==> src/rtl/sar_pkg.sv <==
package sar_pkg;

  typedef enum logic [1:0] {
    SAR_IDLE   = 2'd0,
    SAR_WALK   = 2'd1,
    SAR_SETTLE = 2'd2
  } sar_state_t;

endpackage

==> src/rtl/sar_start_sync.sv <==
module sar_start_sync #(
  parameter int STAGES = 2
) (
  input  logic clk,
  input  logic rst,
  input  logic req_async,
  output logic go
);

  localparam int LAST = STAGES - 1;

  logic [STAGES-1:0] chain_q;
  logic              last_q;

  always_ff @(posedge clk) begin
    if (rst) begin
      chain_q[0] <= 1'b0;
    end else begin
      chain_q[0] <= req_async;
    end
  end

  genvar g;
  generate
    for (g = 1; g < STAGES; g++) begin : g_stage
      always_ff @(posedge clk) begin
        if (rst) begin
          chain_q[g] <= 1'b0;
        end else begin
          chain_q[g] <= chain_q[g-1];
        end
      end
    end
  endgenerate

  always_ff @(posedge clk) begin
    if (rst) begin
      last_q <= 1'b0;
    end else begin
      last_q <= chain_q[LAST];
    end
  end

  assign go = chain_q[LAST] & ~last_q;

endmodule

==> src/rtl/sar_bit_walker.sv <==
module sar_bit_walker
  import sar_pkg::*;
#(
  parameter int W = 12
) (
  input  logic         clk,
  input  logic         rst,
  input  logic         clear,
  input  logic         go,
  input  logic         cmp_hi,
  output logic [W-1:0] trial,
  output logic         done
);

  localparam int            IW      = (W > 1) ? $clog2(W) : 1;
  localparam logic [IW-1:0] TOP_IDX = IW'(W - 1);
  localparam logic [W-1:0]  MSB_ONE = {1'b1, {(W-1){1'b0}}};

  sar_state_t    state_q;
  logic [IW-1:0] idx_q;
  logic [W-1:0]  trial_q;

  always_ff @(posedge clk) begin
    if (rst || clear) begin
      state_q <= SAR_IDLE;
      idx_q   <= '0;
      trial_q <= '0;
    end else if (go) begin
      state_q <= SAR_WALK;
      idx_q   <= TOP_IDX;
      trial_q <= MSB_ONE;
    end else begin
      case (state_q)
        SAR_WALK: begin
          trial_q[idx_q] <= cmp_hi;
          if (idx_q != '0) begin
            trial_q[idx_q - 1'b1] <= 1'b1;
            idx_q                 <= idx_q - 1'b1;
          end else begin
            state_q <= SAR_SETTLE;
          end
        end
        SAR_SETTLE: state_q <= SAR_IDLE;
        default:    state_q <= SAR_IDLE;
      endcase
    end
  end

  assign trial = trial_q;
  assign done  = (state_q == SAR_SETTLE);

endmodule

==> src/rtl/sar_result_hold.sv <==
module sar_result_hold #(
  parameter int W = 12
) (
  input  logic         clk,
  input  logic         rst,
  input  logic         clear,
  input  logic         go,
  input  logic         done,
  input  logic [W-1:0] trial,
  output logic [W-1:0] result,
  output logic         eoc
);

  logic [W-1:0] result_q;
  logic         eoc_q;

  always_ff @(posedge clk) begin
    if (rst || clear) begin
      result_q <= '0;
      eoc_q    <= 1'b0;
    end else if (go) begin
      eoc_q    <= 1'b0;
    end else if (done) begin
      result_q <= trial;
      eoc_q    <= 1'b1;
    end
  end

  assign result = result_q;
  assign eoc    = eoc_q;

endmodule

==> src/rtl/sar_sequencer.sv <==
module sar_sequencer #(
  parameter int RES_BITS    = 12,
  parameter int SYNC_STAGES = 2
) (
  input  logic                clk,
  input  logic                rst,
  input  logic                start_in,
  input  logic                clear_in,
  input  logic                cmp_hi,
  output logic [RES_BITS-1:0] trial_code,
  output logic [RES_BITS-1:0] result,
  output logic                eoc
);

  logic                go_w;
  logic                done_w;
  logic [RES_BITS-1:0] trial_w;

  sar_start_sync #(.STAGES(SYNC_STAGES)) u_sync (
    .clk       (clk),
    .rst       (rst),
    .req_async (start_in),
    .go        (go_w)
  );

  sar_bit_walker #(.W(RES_BITS)) u_walk (
    .clk    (clk),
    .rst    (rst),
    .clear  (clear_in),
    .go     (go_w),
    .cmp_hi (cmp_hi),
    .trial  (trial_w),
    .done   (done_w)
  );

  sar_result_hold #(.W(RES_BITS)) u_hold (
    .clk    (clk),
    .rst    (rst),
    .clear  (clear_in),
    .go     (go_w),
    .done   (done_w),
    .trial  (trial_w),
    .result (result),
    .eoc    (eoc)
  );

  assign trial_code = trial_w;

endmodule

==> config.mk <==
export PLATFORM = sky130hd
export DESIGN_NAME = sar_sequencer
export DESIGN_NICKNAME = d
export VERILOG_FILES = /design/src/rtl/sar_pkg.sv /design/src/rtl/sar_start_sync.sv /design/src/rtl/sar_bit_walker.sv /design/src/rtl/sar_result_hold.sv /design/src/rtl/sar_sequencer.sv
export SDC_FILE = /design/constraint.sdc
export NUM_CORES = 1
export LEC_CHECK = 0
export ABC_AREA = 1
export CORE_MARGIN = 3
export CORE_UTILIZATION = 61
export DETAILED_ROUTE_END_ITERATION = 16
export DONT_BUFFER_PORTS = 1
export PLACE_DENSITY_LB_ADDON = 0.1
export SYNTH_ARGS = -nofsm -noshare
export SYNTH_HDL_FRONTEND = slang
export SYNTH_HIERARCHICAL = 1
export SYNTH_SLANG_ARGS = --single-unit
==> constraint.sdc <==
create_clock -name clk -period 1.68 [get_ports clk]
set_input_delay 0.084 -clock clk [delete_from_list [all_inputs] [get_ports clk]]
set_output_delay 0.084 -clock clk [all_outputs]
set_load 0.01 [all_outputs]
**Word level (Yosys, flattened, before mapping)**

Cells that the tools add are included.

- Register bits: 34
- Output and inout port bits: 25
- Logic and storage cells: 49

- Add/subtract/negate cells: 1
- Order comparisons: 4
- Equal/unequal tests: 3
- Multiplexer cells: 14
- Bitwise logic cells: 5
- Reduce and logical (&&, ||, !) cells: 11

Operators with widths:

| kind | count |
|---|---|
| 12-bit 2-to-1 mux | 3 |
| 12-bit bitwise mux | 1 |
| 4-bit 2-to-1 mux | 3 |
| 12-bit bitwise OR | 1 |
| 4-bit by 5-bit less-than comparator with 1-bit output, second input constant | 2 |
| 1-bit demux with 4-bit select | 2 |
| 4-bit by 1-bit >= comparator with 1-bit output, second input constant | 2 |
| 2-bit AND reduction | 3 |
| 1-bit 2-to-1 mux | 5 |
| 2-bit nonzero test | 2 |
| 4-bit nonzero test | 1 |
| 4-bit by 1-bit subtractor with 4-bit output, second input constant | 1 |
| 3-bit inequality test, second input constant | 1 |
| 1-bit NOT | 3 |
| 3-bit OR reduction | 1 |
| 2-bit by 1-bit == test with 1-bit output, second input constant | 1 |
| 2-bit == test, second input constant | 1 |
| 1-bit logical AND | 2 |
| 2-bit OR reduction | 1 |
| 1-bit bitwise AND | 1 |
| 1-bit logical OR | 1 |

**Logic depth before layout (Yosys ltp)**

- Depth after elaboration: 9
- Gate-level depth with buffers: 7

**Modules after synthesis**

The synthesis kept the hierarchy.

Modules (own cells, without submodules):

| module | times used | cells an instance | area each (µm²) | sequential area each (µm²) |
|---|---|---|---|---|
| sar_bit_walker | 1 | 140 | 912.1 | 360.3 |
| sar_result_hold | 1 | 83 | 556.8 | 260.2 |
| sar_start_sync | 1 | 10 | 86.3 | 60.1 |

**Worst setup path before layout**

Ideal clock, no wire load.

- Path type: register to register
- Start: register u_sync.chain_q[1]
- End: register u_hold.result_q[9], in the netlist u_hold/result[9]
- Setup time: 64 ps
- Data arrival time: 1200 ps
- Path slack: 416 ps
- Cell stages (with the launch flop): 8
- Path buffers: 1
- Cells stage by stage: dfxtp_1 inv_1 nor2_1 inv_2 buf_4 nand3_1 nand2_1 nor2_1

- Word-level cells in the longest chain between the ends: 3

Ends and longest elaborated chain:

| item | line | source |
|---|---|---|
| from (decl) | sar_start_sync.sv:12 | `logic [STAGES-1:0] chain_q;` |
| from (signal, indexed assignment) | sar_start_sync.sv:30 | `chain_q[g] <= chain_q[g-1];` |
| 1-bit bitwise AND | sar_start_sync.sv:44 | `assign go = chain_q[LAST] & ~last_q;` |
| net go_w | sar_sequencer.sv:15 | `logic go_w;` |
| 1-bit NOT (no line) | -- |  |
| 2-bit AND reduction (no line) | -- |  |
| to (signal assigned) | sar_result_hold.sv:24 | `result_q <= trial;` |
| to (decl) | sar_result_hold.sv:14 | `logic [W-1:0] result_q;` |

The timed path passes the listed nets, and every way through them passes these cells.
A chain may end at the register's enable or synchronous reset.

**Worst setup path after layout**

- Start: register u_walk.state_q[1]
- End: register u_hold.result_q[3], in the netlist u_hold/result[3]

- Word-level cells in the longest chain between the ends: 2

Ends and longest elaborated chain:

| item | line | source |
|---|---|---|
| from (decl) | sar_bit_walker.sv:19 | `sar_state_t state_q;` |
| from (signal assigned) | sar_bit_walker.sv:25 | `state_q <= SAR_IDLE;` |
| from (signal assigned) | sar_bit_walker.sv:29 | `state_q <= SAR_WALK;` |
| from (signal assigned) | sar_bit_walker.sv:40 | `state_q <= SAR_SETTLE;` |
| 2-bit == test | sar_bit_walker.sv:50 | `assign done = (state_q == SAR_SETTLE);` |
| net done_w | sar_sequencer.sv:16 | `logic done_w;` |
| 2-bit AND reduction (no line) | -- |  |

The timed path passes the listed nets, and every way through them passes these cells.

==> metrics.md <==
| Metric | Value |
|---|---|
| Post-Syn Nets | `238` |
| Post-synthesis cell area | `0.001555 sq mm` |
| Max-Cap Viols | `0` |
| First-pass GRT wire length | `5816 um` |
| Final ANT Viol Nets | `0` |
| FP Rows | `17` |
| Num CTS Buffers | `5` |
| Sequential Power Share | `0.491` |
| Die area | `0.003192 sq mm` |
| Arrival time at the worst endpoint | `1.60 ns` |
| Via Count | `1454` |
| Dpl hpwl | `2416 um` |
| Fin nets | `244` |
| Final clock skew | `0.01218 ns` |
| Mapped Cells | `233` |
| Core area | `0.002318 sq mm` |
| Pwr dens | `978.1 mW/mm^2` |
| #FFs+latches synth | `34` |
| Worst-Margin Slew | `0.7361 ns` |
| Max-slew violations | `0` |
| Layout cells sized above 1 | `0.1042` |
| Vias per inst | `5.425` |
| Post-CTS Resized | `0` |
| Clk pwr share | `0.465` |
| Worst slew margin | `0.5074` |
| Port Buffers | `0` |
| Mapped Avg Cell Area | `6.675 sq um` |
| Comb pwr share | `0.045` |
| CTS sink cnt | `34` |
| Pin count of the biggest net entering global routing | `19` |
| RSZ-0062 raised after global routing | `false` |
| CTS Root Cell | `clkbuf_4` |
| Reg-to-reg slack, setup | `0.33 ns` |
| Cell-internal power | `1.341 mW` |
| Slowest Stage Delay on Critical Path | `0.38 ns` |
| Critical Path RT | `1.92 ns` |
| Sw Share | `0.1991` |
| Initial antenna violation count | `0` |
| Crit end category | `register` |
| GRT overflow | `0` |
| CP max FO | `8` |
| Minimum clock period | `1.352 ns` |
| Fin cells | `268` |
| Sequential fraction of the synthesis area | `0.4377` |
| Max VDD drop | `1.040 mV` |
| Hold Vio Cnt, Final | `0` |
| Drt wl/cell | `12.55 um` |
| CTS tree | `built` |
| Synth unique cells | `17` |
| Antenna cells | `0` |
| Initial core utilization | `0.6708` |
| Static Leak | `0.6369 nW` |
| Status | `finished clean` |
| CTS Hold Bufs | `3` |
| Post-route cell area | `0.001712 sq mm` |
| Pre-antenna DRT Iters | `4` |
| Final Cycle Share | `0.8049` |
| Clk pin slew, worst setup/hold paths | `0.10 ns` |
| Initial DRC Count | `104` |
| Worst setup margin | `0.3278 ns` |
| Cells along the critical path | `inv_1 > nor2_1 > buf_4 > nand3_1 > nand2_1 > nor2_1` |
| Sw Pwr | `0.3334 mW` |
| H-tree level count | `2` |
| Layout area overhead | `10.06%` |
| Synth warn | `6` |
| Number of remaining DRC errors | `0` |
| Pre-CTS setup slack | `0.3383 ns` |
| Setup TNS | `0 ns` |
| Gr usage total | `0.2310` |
| Vias in the first global route | `1315` |
| Height of the die | `56.50 um` |
| Worst-skew pair later-pin latency | `0.34 ns` |
| Min-Delay Path Class | `in2reg` |
| Startpoint types | `register` |
| Setup bufs post-CTS | `0` |
| Inst Count DP | `257` |
| WS Path Type | `reg2reg` |
| Crit-path most repeated cell | `nor2_1` |
| CTS Buffer Depth | `2` |
| Setup Viol. Count Final | `0` |
| Area after DPL | `0.001570 sq mm` |
| Post-Route WL | `3363 um` |
| IO Pins | `30` |
| Max stage delay cell, worst path | `dfxtp_1` |
| Horiz. Die Dim | `56.50 um` |
| Final Wtd Congestion | `0.8909` |
| FMAX | `0.7396 GHz` |
sequential cells by signal (all words and copies together) (netlist names):
| name | flops |
|---|---|
| u_sync/last_q | 1 |
| u_hold/eoc | 1 |
| u_walk/idx_q | 4 |
| u_sync/chain_q | 2 |
| u_walk/trial | 12 |
| u_walk/state_q | 2 |
| u_hold/result | 12 |
cell usage after synthesis (all sizes together):
| cell | number | area, sq um |
|---|---|---|
| dfxtp | 34 | 680.7 |
| nand2 | 46 | 172.7 |
| inv | 33 | 123.9 |
| buf | 6 | 35.03 |
| nand3 | 17 | 85.08 |
| nand3b | 1 | 7.510 |
| or2 | 1 | 6.260 |
| o211ai | 2 | 15.01 |
| o21ai | 19 | 95.09 |
| nor2 | 60 | 262.8 |
| a31oi | 1 | 6.260 |
| a21oi | 13 | 65.06 |
layout make-up:
class	instances	area (sq um)
multi-input combinational	160	715.7
sequential	34	680.7
fill	188	606.8
inverter	33	123.9
clock inverter	2	60.06
clock buffer	6	51.30
timing repair buffer	5	45.04
tap	28	35.03
through the flow:
step / hold WS, ns / total power [mW] / utilization
final: 0.004752 / 1.674 / 0.7383
after global routing: 0.01377 / 1.742 / 0.7383
after CTS: 0.0002305 / 1.683 / 0.7383
after detailed placement: 0.1581 / 0.9062 / 0.6773
after global placement: 0.1569 / 0.9039 / 0.6773
after floorplan: 0.1552 / 0.8940 / -
worst paths after layout:
check	startpoint	endpoint	cells after the start
max	u_walk/state_q[1]	u_hold/result[3]	6
min	cmp_hi	u_walk/trial[8]	4
max reg2reg	u_walk/state_q[1]	u_hold/result[3]	6
min reg2reg	u_sync/chain_q[0]	u_sync/chain_q[1]	2
layer usage:
layer	track usage	part of all wire
met5	0	0
met4	0.07797	0.018
met3	0.08966	0.11
met2	0.3614	0.46
met1	0.2888	0.41
placed cells by master (no fill, tap or decap):
| cell type | synthesis | final |
|---|---|---|
| nor2_1 | 53 | 53 |
| nand2_1 | 46 | 46 |
| dfxtp_1 | 34 | 34 |
| inv_1 | 25 | 25 |
| nand3_1 | 17 | 17 |
| a21oi_1 | 13 | 13 |
| o21ai_1 | 12 | 12 |
| inv_2 | 8 | 8 |
| o21ai_0 | 7 | 7 |
| clkbuf_4 | 0 | 5 |
| nor2_4 | 4 | 4 |
| dlygate4sd3_1 | 0 | 3 |
| nor2_2 | 3 | 3 |
| bufinv_16 | 0 | 2 |
| buf_4 | 2 | 2 |
| o211ai_1 | 2 | 2 |
| clkbuf_8 | 0 | 1 |
| or2_1 | 1 | 1 |
| a31oi_1 | 1 | 1 |
| nand3b_1 | 1 | 1 |
kinds of logic (layout without fill, tap and decap cells):
| logic type | after synthesis | in the layout | share of synthesized area |
|---|---|---|---|
| AND/OR/NAND/NOR | 125 | 125 | 0.3435 |
| buffers and inverters | 39 | 46 | 0.1022 |
| AO/OA/AOI/OAI | 35 | 35 | 0.1167 |
| flip-flops | 34 | 34 | 0.4376 |
worst max-delay path: cells and delay by family (launching register included):
| family | cells | cell delay, ns |
|---|---|---|
| DFF | 1 | 0.38 |
| and+or+nand+nor | 4 | 0.58 |
| buffers and inverters | 2 | 0.31 |
power groups by stage:
stage                     Combinational [mW]  Sequential (mW)  Clock, mW
after floorplan                       0.0559            0.838          0
after global placement                0.0643            0.840          0
after detailed placement              0.0663            0.840          0
after CTS                             0.0736            0.821      0.788
after global routing                  0.0846            0.823      0.835
final                                 0.0749            0.821      0.778
Note: power is estimated with default switching activity, not from simulation.
